`config.mk`:
```
export PLATFORM = sky130hd
export DESIGN_NAME = e1_ebit_unit
export DESIGN_NICKNAME = d
export VERILOG_FILES = /design/src/rtl/ebit_pkg.sv /design/src/rtl/ebit_mf_strobe.sv /design/src/rtl/ebit_slot_store.sv /design/src/rtl/ebit_tx_select.sv /design/src/rtl/ebit_err_counter.sv /design/src/rtl/e1_ebit_unit.sv
export SDC_FILE = /design/constraint.sdc
export NUM_CORES = 1
export LEC_CHECK = 0
export ABC_AREA = 1
export CELL_PAD_IN_SITES_DETAIL_PLACEMENT = 1
export CELL_PAD_IN_SITES_GLOBAL_PLACEMENT = 1
export CORE_MARGIN = 2
export CORE_UTILIZATION = 40
export DETAILED_ROUTE_END_ITERATION = 12
export DONT_BUFFER_PORTS = 1
export PLACE_DENSITY_LB_ADDON = 0.15
export SYNTH_ARGS = -nofsm -noshare
export SYNTH_HDL_FRONTEND = slang
export SYNTH_HIERARCHICAL = 1
export SYNTH_SLANG_ARGS = --single-unit
```
`constraint.sdc`:
```
create_clock -name clk -period 3.7 [get_ports clk]
set_input_delay 0.37 -clock clk [delete_from_list [all_inputs] [get_ports clk]]
set_output_delay 0.37 -clock clk [all_outputs]
set_load 0.05 [all_outputs]
```
`src/rtl/ebit_pkg.sv`:
```
// Package: shared types and helpers for the E1 E-bit unit.
// Assumes a CRC-4 multiframe of MF_LEN frames whose E-bit slots sit in
// the third-last and the last frame (13 and 15 for 16 frames).
package ebit_pkg;

    // Receiver alignment state as seen on sync_state.
    typedef enum logic [1:0] {
        SYNC_NONE = 2'b00,
        SYNC_DF   = 2'b01,
        SYNC_MF   = 2'b10,
        SYNC_RSVD = 2'b11
    } sync_e;

    // Number of E-bit slots (one per submultiframe).
    localparam int N_SLOTS = 2;

    // Frame number carrying E-bit slot idx in a multiframe of mf_len frames.
    function automatic int slot_frame(input int mf_len, input int idx);
        return mf_len - 3 + 2 * idx;
    endfunction

endpackage

```
`src/rtl/ebit_mf_strobe.sv`:
```
// Module: ebit_mf_strobe
// Turns a frame-start strobe whose frame number is zero into a registered
// one-cycle multiframe-begin pulse. Assumes fnum is valid whenever fstb is high.
module ebit_mf_strobe #(
    parameter int FNUM_W = 4
) (
    input  logic              clk,
    input  logic              rst_n,
    input  logic              fstb,
    input  logic [FNUM_W-1:0] fnum,
    output logic              mfb
);

    logic begin_now;

    // Detect the first frame of a multiframe.
    always_comb begin
        begin_now = fstb && (fnum == '0);
    end

    // Register the pulse so it lasts exactly one cycle.
    always_ff @(posedge clk) begin
        if (!rst_n) begin
            mfb <= 1'b0;
        end else begin
            mfb <= begin_now;
        end
    end

endmodule

```
`src/rtl/ebit_slot_store.sv`:
```
// Module: ebit_slot_store
// Holds, per E-bit slot, the software status (staged and active copies) and
// the last received CRC-4 result of the matching submultiframe.
// Assumes apply is a single-cycle multiframe-begin event. A write in the
// same cycle as apply lands in the stage and goes out at the next boundary.
module ebit_slot_store #(
    parameter int N = 2,
    localparam int SEL_W = (N > 1) ? $clog2(N) : 1
) (
    input  logic             clk,
    input  logic             rst_n,
    input  logic             sw_wr,
    input  logic [N-1:0]     sw_val,
    input  logic             apply,
    input  logic             crc_valid,
    input  logic [SEL_W-1:0] crc_sel,
    input  logic             crc_err,
    output logic [N-1:0]     man_val,
    output logic [N-1:0]     auto_val
);

    logic [N-1:0] stage_q;

    for (genvar g = 0; g < N; g++) begin : g_slot
        // Stage the software value for this slot on a write.
        always_ff @(posedge clk) begin
            if (!rst_n) begin
                stage_q[g] <= 1'b1;
            end else if (sw_wr) begin
                stage_q[g] <= sw_val[g];
            end
        end

        // Move the staged value to the active copy at a multiframe boundary.
        always_ff @(posedge clk) begin
            if (!rst_n) begin
                man_val[g] <= 1'b1;
            end else if (apply) begin
                man_val[g] <= stage_q[g];
            end
        end

        // Latch the newest CRC result for this submultiframe (1 = no error).
        always_ff @(posedge clk) begin
            if (!rst_n) begin
                auto_val[g] <= 1'b1;
            end else if (crc_valid && (crc_sel == SEL_W'(g))) begin
                auto_val[g] <= ~crc_err;
            end
        end
    end

endmodule

```
`src/rtl/ebit_tx_select.sv`:
```
// Module: ebit_tx_select
// Combinational choice of the transmit E-bit for the current transmit frame.
// Outside the slot frames the output is 1. Outside multiframe sync a slot
// carries the async constant. In sync, transparency beats automatic, and
// automatic beats the active software bits.
module ebit_tx_select #(
    parameter int FNUM_W = 4,
    parameter int MF_LEN = 16,
    parameter int N      = 2
) (
    input  logic [FNUM_W-1:0] fnum,
    input  logic              in_mf_sync,
    input  logic              async_one,
    input  logic              transp,
    input  logic              auto_en,
    input  logic              sys_bit,
    input  logic [N-1:0]      man_val,
    input  logic [N-1:0]      auto_val,
    output logic              ebit
);

    logic [N-1:0] hit;
    logic         slot_man;
    logic         slot_auto;
    logic         any_hit;

    for (genvar g = 0; g < N; g++) begin : g_hit
        localparam int FRAME = ebit_pkg::slot_frame(MF_LEN, g);
        // Flag the frame that carries slot g.
        always_comb begin
            hit[g] = (fnum == FNUM_W'(FRAME));
        end
    end

    // Pick the software and automatic values of the slot being sent.
    always_comb begin
        slot_man  = 1'b1;
        slot_auto = 1'b1;
        for (int i = 0; i < N; i++) begin
            if (hit[i]) begin
                slot_man  = man_val[i];
                slot_auto = auto_val[i];
            end
        end
        any_hit = |hit;
    end

    // Apply the sync-state gate and the source priority.
    always_comb begin
        if (!any_hit) begin
            ebit = 1'b1;
        end else if (!in_mf_sync) begin
            ebit = async_one;
        end else if (transp) begin
            ebit = sys_bit;
        end else if (auto_en) begin
            ebit = slot_auto;
        end else begin
            ebit = slot_man;
        end
    end

endmodule

```
`src/rtl/ebit_err_counter.sv`:
```
// Module: ebit_err_counter
// Counts zeros received in the E-bit slots while in multiframe sync. The
// count saturates at all-ones. snap copies the count, including an increment
// of the same cycle, to the output register and restarts the count.
module ebit_err_counter #(
    parameter int CNT_W  = 16,
    parameter int FNUM_W = 4,
    parameter int MF_LEN = 16,
    parameter int N      = 2
) (
    input  logic              clk,
    input  logic              rst_n,
    input  logic              rx_fstb,
    input  logic [FNUM_W-1:0] rx_fnum,
    input  logic              rx_ebit,
    input  logic              in_mf_sync,
    input  logic              snap,
    output logic [CNT_W-1:0]  run_cnt,
    output logic [CNT_W-1:0]  snap_cnt
);

    logic [N-1:0]     slot_hit;
    logic             inc;
    logic [CNT_W-1:0] cnt_next;

    for (genvar g = 0; g < N; g++) begin : g_hit
        localparam int FRAME = ebit_pkg::slot_frame(MF_LEN, g);
        // Flag a received frame that carries slot g.
        always_comb begin
            slot_hit[g] = (rx_fnum == FNUM_W'(FRAME));
        end
    end

    // Qualify an increment and compute the saturated next count.
    always_comb begin
        inc      = rx_fstb && (|slot_hit) && !rx_ebit && in_mf_sync;
        cnt_next = run_cnt;
        if (inc && !(&run_cnt)) begin
            cnt_next = run_cnt + 1'b1;
        end
    end

    // Running count: restart on snap, otherwise take the next value.
    always_ff @(posedge clk) begin
        if (!rst_n) begin
            run_cnt <= '0;
        end else if (snap) begin
            run_cnt <= '0;
        end else begin
            run_cnt <= cnt_next;
        end
    end

    // Snapshot register, loaded with the count including this cycle's event.
    always_ff @(posedge clk) begin
        if (!rst_n) begin
            snap_cnt <= '0;
        end else if (snap) begin
            snap_cnt <= cnt_next;
        end
    end

endmodule

```
`src/rtl/e1_ebit_unit.sv`:
```
// Module: e1_ebit_unit (top)
// Transmit E-bit insertion and received E-bit error monitor for an E1
// CRC-4 multiframe. Assumes frame strobes come one per frame with valid
// frame numbers, and CRC results come at the end of each submultiframe.
module e1_ebit_unit #(
    parameter int CNT_W  = 16,
    parameter int FNUM_W = 4,
    parameter int MF_LEN = 16
) (
    input  logic              clk,
    input  logic              rst_n,
    input  logic [1:0]        sync_state,
    input  logic              cfg_auto,
    input  logic              cfg_transp,
    input  logic              cfg_async_one,
    input  logic              cfg_upd_rx,
    input  logic              sw_wr,
    input  logic              sw_e13,
    input  logic              sw_e15,
    input  logic              sys_ebit,
    input  logic              tx_fstb,
    input  logic [FNUM_W-1:0] tx_fnum,
    input  logic              rx_fstb,
    input  logic [FNUM_W-1:0] rx_fnum,
    input  logic              rx_ebit,
    input  logic              rx_crc_valid,
    input  logic              rx_crc_smf,
    input  logic              rx_crc_err,
    input  logic              snap,
    output logic              tx_ebit,
    output logic [CNT_W-1:0]  err_count,
    output logic              tx_mfb,
    output logic              rx_mfb
);
    import ebit_pkg::*;

    localparam int NS = N_SLOTS;

    logic          in_mf_sync;
    logic          tx_begin;
    logic          rx_begin;
    logic          apply;
    logic [NS-1:0] sw_val;
    logic [NS-1:0] man_val;
    logic [NS-1:0] auto_val;
    logic [CNT_W-1:0] run_cnt;

    // Decode sync state, begin events and the software vector.
    always_comb begin
        in_mf_sync = (sync_e'(sync_state) == SYNC_MF);
        tx_begin   = tx_fstb && (tx_fnum == '0);
        rx_begin   = rx_fstb && (rx_fnum == '0);
        apply      = cfg_upd_rx ? rx_begin : tx_begin;
        sw_val     = {sw_e15, sw_e13};
    end

    ebit_mf_strobe #(.FNUM_W(FNUM_W)) tx_mfb_i (
        .clk(clk), .rst_n(rst_n), .fstb(tx_fstb), .fnum(tx_fnum), .mfb(tx_mfb)
    );

    ebit_mf_strobe #(.FNUM_W(FNUM_W)) rx_mfb_i (
        .clk(clk), .rst_n(rst_n), .fstb(rx_fstb), .fnum(rx_fnum), .mfb(rx_mfb)
    );

    ebit_slot_store #(.N(NS)) store_i (
        .clk(clk), .rst_n(rst_n),
        .sw_wr(sw_wr), .sw_val(sw_val), .apply(apply),
        .crc_valid(rx_crc_valid), .crc_sel(rx_crc_smf), .crc_err(rx_crc_err),
        .man_val(man_val), .auto_val(auto_val)
    );

    ebit_tx_select #(.FNUM_W(FNUM_W), .MF_LEN(MF_LEN), .N(NS)) sel_i (
        .fnum(tx_fnum), .in_mf_sync(in_mf_sync), .async_one(cfg_async_one),
        .transp(cfg_transp), .auto_en(cfg_auto), .sys_bit(sys_ebit),
        .man_val(man_val), .auto_val(auto_val), .ebit(tx_ebit)
    );

    ebit_err_counter #(.CNT_W(CNT_W), .FNUM_W(FNUM_W), .MF_LEN(MF_LEN), .N(NS)) cnt_i (
        .clk(clk), .rst_n(rst_n),
        .rx_fstb(rx_fstb), .rx_fnum(rx_fnum), .rx_ebit(rx_ebit),
        .in_mf_sync(in_mf_sync), .snap(snap),
        .run_cnt(run_cnt), .snap_cnt(err_count)
    );

endmodule

```
== Yosys cells after proc, flatten, opt, wreduce, memory -nomap -nowiden ==
Cells that the tools add are included.
Word-level totals
  word-level logic and storage cells: 45
  register bits: 40
  output and inout bits: 19
Operators by class
  mux-type cells: 10
  bitwise operators: 3
  equality and inequality tests: 5
  add/subtract/negate cells: 1
  reduce and logical (&&, ||, !) cells: 16
Operators with widths (count)
  adder 16 x 1 -> 16 bit (second input constant): 1
  == test 4 bit (second input constant): 4
  2-to-1 mux 16 bit: 1
  AND reduction 16 bit: 1
  2-to-1 mux 1 bit: 9
  logical AND 1 bit: 8
  logical NOT 4 bit: 2
  OR reduction 2 bit: 3
  NOT 1 bit: 3
  == test 2 bit (second input constant): 1
  logical NOT 1 bit: 2

== Depth between registers and ports, before layout ==
  depth in word-level cells: 7
  gate-level depth with buffers: 11
  mapped depth without buffers: 11

== Hierarchy ==
The synthesis kept the hierarchy.
Modules (own cells, without submodules)
  ebit_err_counter: cells an instance 245, area each 1670.4 um2, instances 1, sequential area each 640.6 um2
  ebit_slot_store: cells an instance 30, area each 225.2 um2, instances 1, sequential area each 120.1 um2
  ebit_mf_strobe: cells an instance 7, area each 45.0 um2, instances 2, sequential area each 20.0 um2
  ebit_tx_select: cells an instance 18, area each 72.6 um2, instances 1, sequential area each 0.0 um2
  e1_ebit_unit: cells an instance 13, area each 56.3 um2, instances 1, sequential area each 0.0 um2

== Worst setup path after synthesis ==
No wires, ideal clock.
  kind: reg2reg
  start: register cnt_i.run_cnt[0]
  end: register cnt_i.run_cnt[2]
  period minus slack after synthesis: 1.457 ns
  slack: 2.243 ns
  cell stages (with the launch flop): 12
  arrival: 1.393 ns
  setup time: 0.064 ns
  path through: dfxtp_1 > ha_1 > nand2_2 > nor2_2 > nand2_4 > nor2_4 > nor2_2 > buf_6 > nand2_2 > o21ai_2 > inv_1 > nor2_2
On the way
  longest elaborated chain between the ends: 4
  elaborated cells between the ends (all ways): 5
Ends and longest elaborated chain
  start, declared: line ebit_err_counter.sv:18  | output logic [CNT_W-1:0] run_cnt,
  start signal, assigned: line ebit_err_counter.sv:50  | run_cnt <= cnt_next;
  parallel branches: the longest is 3 deep, another holds adder 16 x 1 -> 16 bit
  2-to-1 mux 16 bit *: line ebit_err_counter.sv:38  | if (inc && !(&run_cnt)) begin
Every way passes the cells marked *.
A chain may end at the register's enable or synchronous reset.

== Worst setup path in the final report ==
  start: register cnt_i.run_cnt[1]
  end: register cnt_i.run_cnt[4]
Same word-level chain as after synthesis.

==> reports/metrics.yaml <==
status:
  outcome: "completed"
pwr:
  finalPower_w: 0.000746
  p_leak_nw: 1.05
  p_per_area_nw_per_um2: 332
  ir_drop_uv: 190
route:
  route.met3.wl_um: 177
  wl_met1_um: 2380
  drtIter0Drc: 60
  drt-pass1-iter-count: 4
  vias: 1840
  drc: 0
  antenna_left: 0
  wl_met2_um: 2110
  topRoutingLayerUsed: "met4"
  wl_per_cell_um: 12.2
  routed_wirelength_um: 4780
  viasPerCell: 4.68
floorplan:
  die_y_um: 76.7
  start_util: 0.414
  pin_count: 46
  coreArea_um2: 5110
  die_w_um: 76.7
  fp.dieArea_um2: 5880
  num_rows: 26
synthesis:
  syn_area_per_cell_um2: 6.61
  synth_edf_count: 0
  ys_ff_latch: 40
  synth_xor_area_frac: 0.0207
  yosysTopAreaCell: "dfxtp_1"
  synth_top_cells_by_area: "dfxtp_1 38%, nand2_1 22%, inv_1 6.9%"
  synthTopCellsByCount: "126 x nand2_1, 40 x dfxtp_1, 39 x inv_1, 25 x nor2_1, 21 x nand3_1"
  ys.flop_type: "dfxtp_1"
  synth_compound_area_frac: 0.0568
  yosysUniqueCellTypes: 27
  seq_area_frac_synth: 0.379
  synth_fp_nets: 348
  synthSimpleGateAreaFrac: 0.445
  yosysMostFrequentCell: "nand2_1"
  synth_cells: 320
  synth_area_um2: 2110
  synth-async-reset-ratio: 0
  synth_adder_area_share: 0.00592
  netlist.area_leader.share: 0.379
  synth_warnings: 6
  synth_top_family_by_area: "simple AND/OR/NAND/NOR gates"
  synthMuxAreaShare: 0
grt:
  grt_pass1_vias: 1987
  grt_max_degree: 25
  grt-ovfl-total: 0
  grt_pass1_wl_um: 8860
  antenna_found_initial: 0
  grt_use_total: 0.186
clocking:
  cts_resized: 0
  postCtsSetupBuffers: 0
  cts_root_buf: "clkbuf_8"
  clock-sinks: 40
  holdBufCountCts: 0
  htree_num_levels: 2
  clk_latency_ns: 0.29
  cts.clk_slew.worst_paths_ns: 0.07
  cts_buffers: 5
  cts_tree: "built"
  clock_path_buffers: 2
final_layout:
  num-nets-final: 351
  antenna_cells: 0
  multiInputGateArea_um2: 1120
  drive_above_1_share: 0.124
  postLayoutCellArea_um2: 2250
  syn_to_final_growth_pct: 6.33
  regArea_um2: 801
  num-fill-cells: 704
timing:
  period_share: 0.598
  tightest_slew_ns: 1.11
  setup_slack_ns: 1.49
  slew_viol_final: 0
  fin_skew_ns: 0.00300
  fmax_mhz: 452
  finalHoldViolations: 0
  finalSetupViolations: 0
  min_period_ns: 2.21
  rsz0062_at_grt: "false"
  max_slew_margin: 0.262
  final.setup.tns_ns: 0
setup_path:
  required_ns: 3.87
  worstSetupStartpointType: "flop"
  r2r-end: "cnt_i/run_cnt[4]"
  reg2reg_slack_ns: 1.49
  rr_worst_depth: 10
  critPathMaxFanout: 24
  worstPathArrival_ns: 2.38
  crit_type: "reg -> reg"
  endpoint_kind: "flop"
  crit-reg2reg-launch: "cnt_i/run_cnt[1]"
job:
  maxCapViolCount: 0
min_path:
  hold_path_end: "store_i/auto_val[0]"
  hp-class: "in -> reg"
  min_from: "rst_n"
  holdPathStages: 1
place:
  place_area_um2: 2170
  dp_hpwl_um: 3600
  gp_congestion: 0.769
  pre_cts_slack_ns: 1.46
  port_buffers: 0
power by group:
group          internal, W  total [W]  switching, W  leakage (nW)
combinational    0.0000109  0.0000335     0.0000227         0.689
clock             0.000128   0.000276      0.000147        0.0410
sequential        0.000434   0.000437    0.00000314         0.323
worst max-delay path, stage by stage (launching register included):
cell and delay [ns]:
dfxtp_1 0.34, ha_1 0.23, nand2_2 0.08, nor2_2 0.05, nand2_4 0.10, nor2_4 0.05
nor2_2 0.82, buf_4 0.26, o21ai_2 0.06, inv_1 0.06, nor2_2 0.03
metal layers:
layer | vias up | track usage
met5 | - | 0
met4 | 0 | 0.0764
met3 | 8 | 0.0447
met2 | 27 | 0.298
met1 | 824 | 0.239
li1 | 981 | -
through the flow:
step                      cells  utilization  hold slack [ns]
after floorplan             320            -            0.429
after global placement      386        0.425            0.444
after detailed placement    386        0.425            0.447
after CTS                   393        0.440            0.137
after global routing        393        0.440            0.134
final                       393        0.440            0.149
cell families (layout without fill, tap and decap cells):
kind of cell	count (synthesis)	in the layout
AND/OR/NAND/NOR	209	209
adder cells (fa/ha/maj)	1	1
XOR/XNOR	5	5
buffers and inverters	46	49
flip-flops	40	40
AO/OA/AOI/OAI	19	19
cell usage in the layout (no fill, tap or decap):
| cell | instances |
|---|---|
| o211ai_1 | 1 |
| nor3_1 | 2 |
| nor2_2 | 12 |
| o21ai_2 | 6 |
| and2_1 | 2 |
| nand3b_2 | 1 |
| inv_2 | 1 |
| dfxtp_1 | 40 |
| nand2_4 | 4 |
| nand2_2 | 5 |
| ha_1 | 1 |
| nand2_1 | 126 |
| nand3_1 | 21 |
| a21oi_1 | 6 |
| clkinv_2 | 1 |
| nor2_1 | 25 |
| nand3_2 | 1 |
| nand3b_1 | 1 |
| nand4_1 | 5 |
| buf_4 | 2 |
| o21ai_1 | 1 |
| inv_1 | 39 |
| clkbuf_8 | 5 |
| clkbuf_1 | 1 |
| xor2_1 | 5 |
| or2_0 | 2 |
| nor2_4 | 2 |
| o21ai_0 | 5 |
layout make-up:
cell class,count,area share
inverters,40,0.0668
clock buffers,6,0.0323
repair buffers,2,0.00668
clock inverters,1,0.00223
multi-input cells,234,0.497
well taps,70,0.0390
flip-flops and latches,40,0.356
registers in the layout, indices dropped and copies added, names as in the netlist:
| signal | flops |
|---|---|
| tx_mfb_i/mfb | 1 |
| cnt_i/snap_cnt | 16 |
| cnt_i/run_cnt | 16 |
| store_i/auto_val | 2 |
| store_i/stage_q | 2 |
| store_i/man_val | 2 |
| rx_mfb_i/mfb | 1 |
how the worst max path moves through the flow:
stage | startpoint | endpoint | cells past startpoint
after floorplan | cnt_i/run_cnt[0] | cnt_i/run_cnt[2] | 11
after global placement | cnt_i/run_cnt[0] | cnt_i/run_cnt[4] | 10
after detailed placement | cnt_i/run_cnt[0] | cnt_i/run_cnt[4] | 10
after CTS | cnt_i/run_cnt[0] | cnt_i/snap_cnt[13] | 9
after global routing | cnt_i/run_cnt[1] | cnt_i/snap_cnt[7] | 9
final | cnt_i/run_cnt[1] | cnt_i/run_cnt[4] | 10
(Power assumes the default switching activity.)
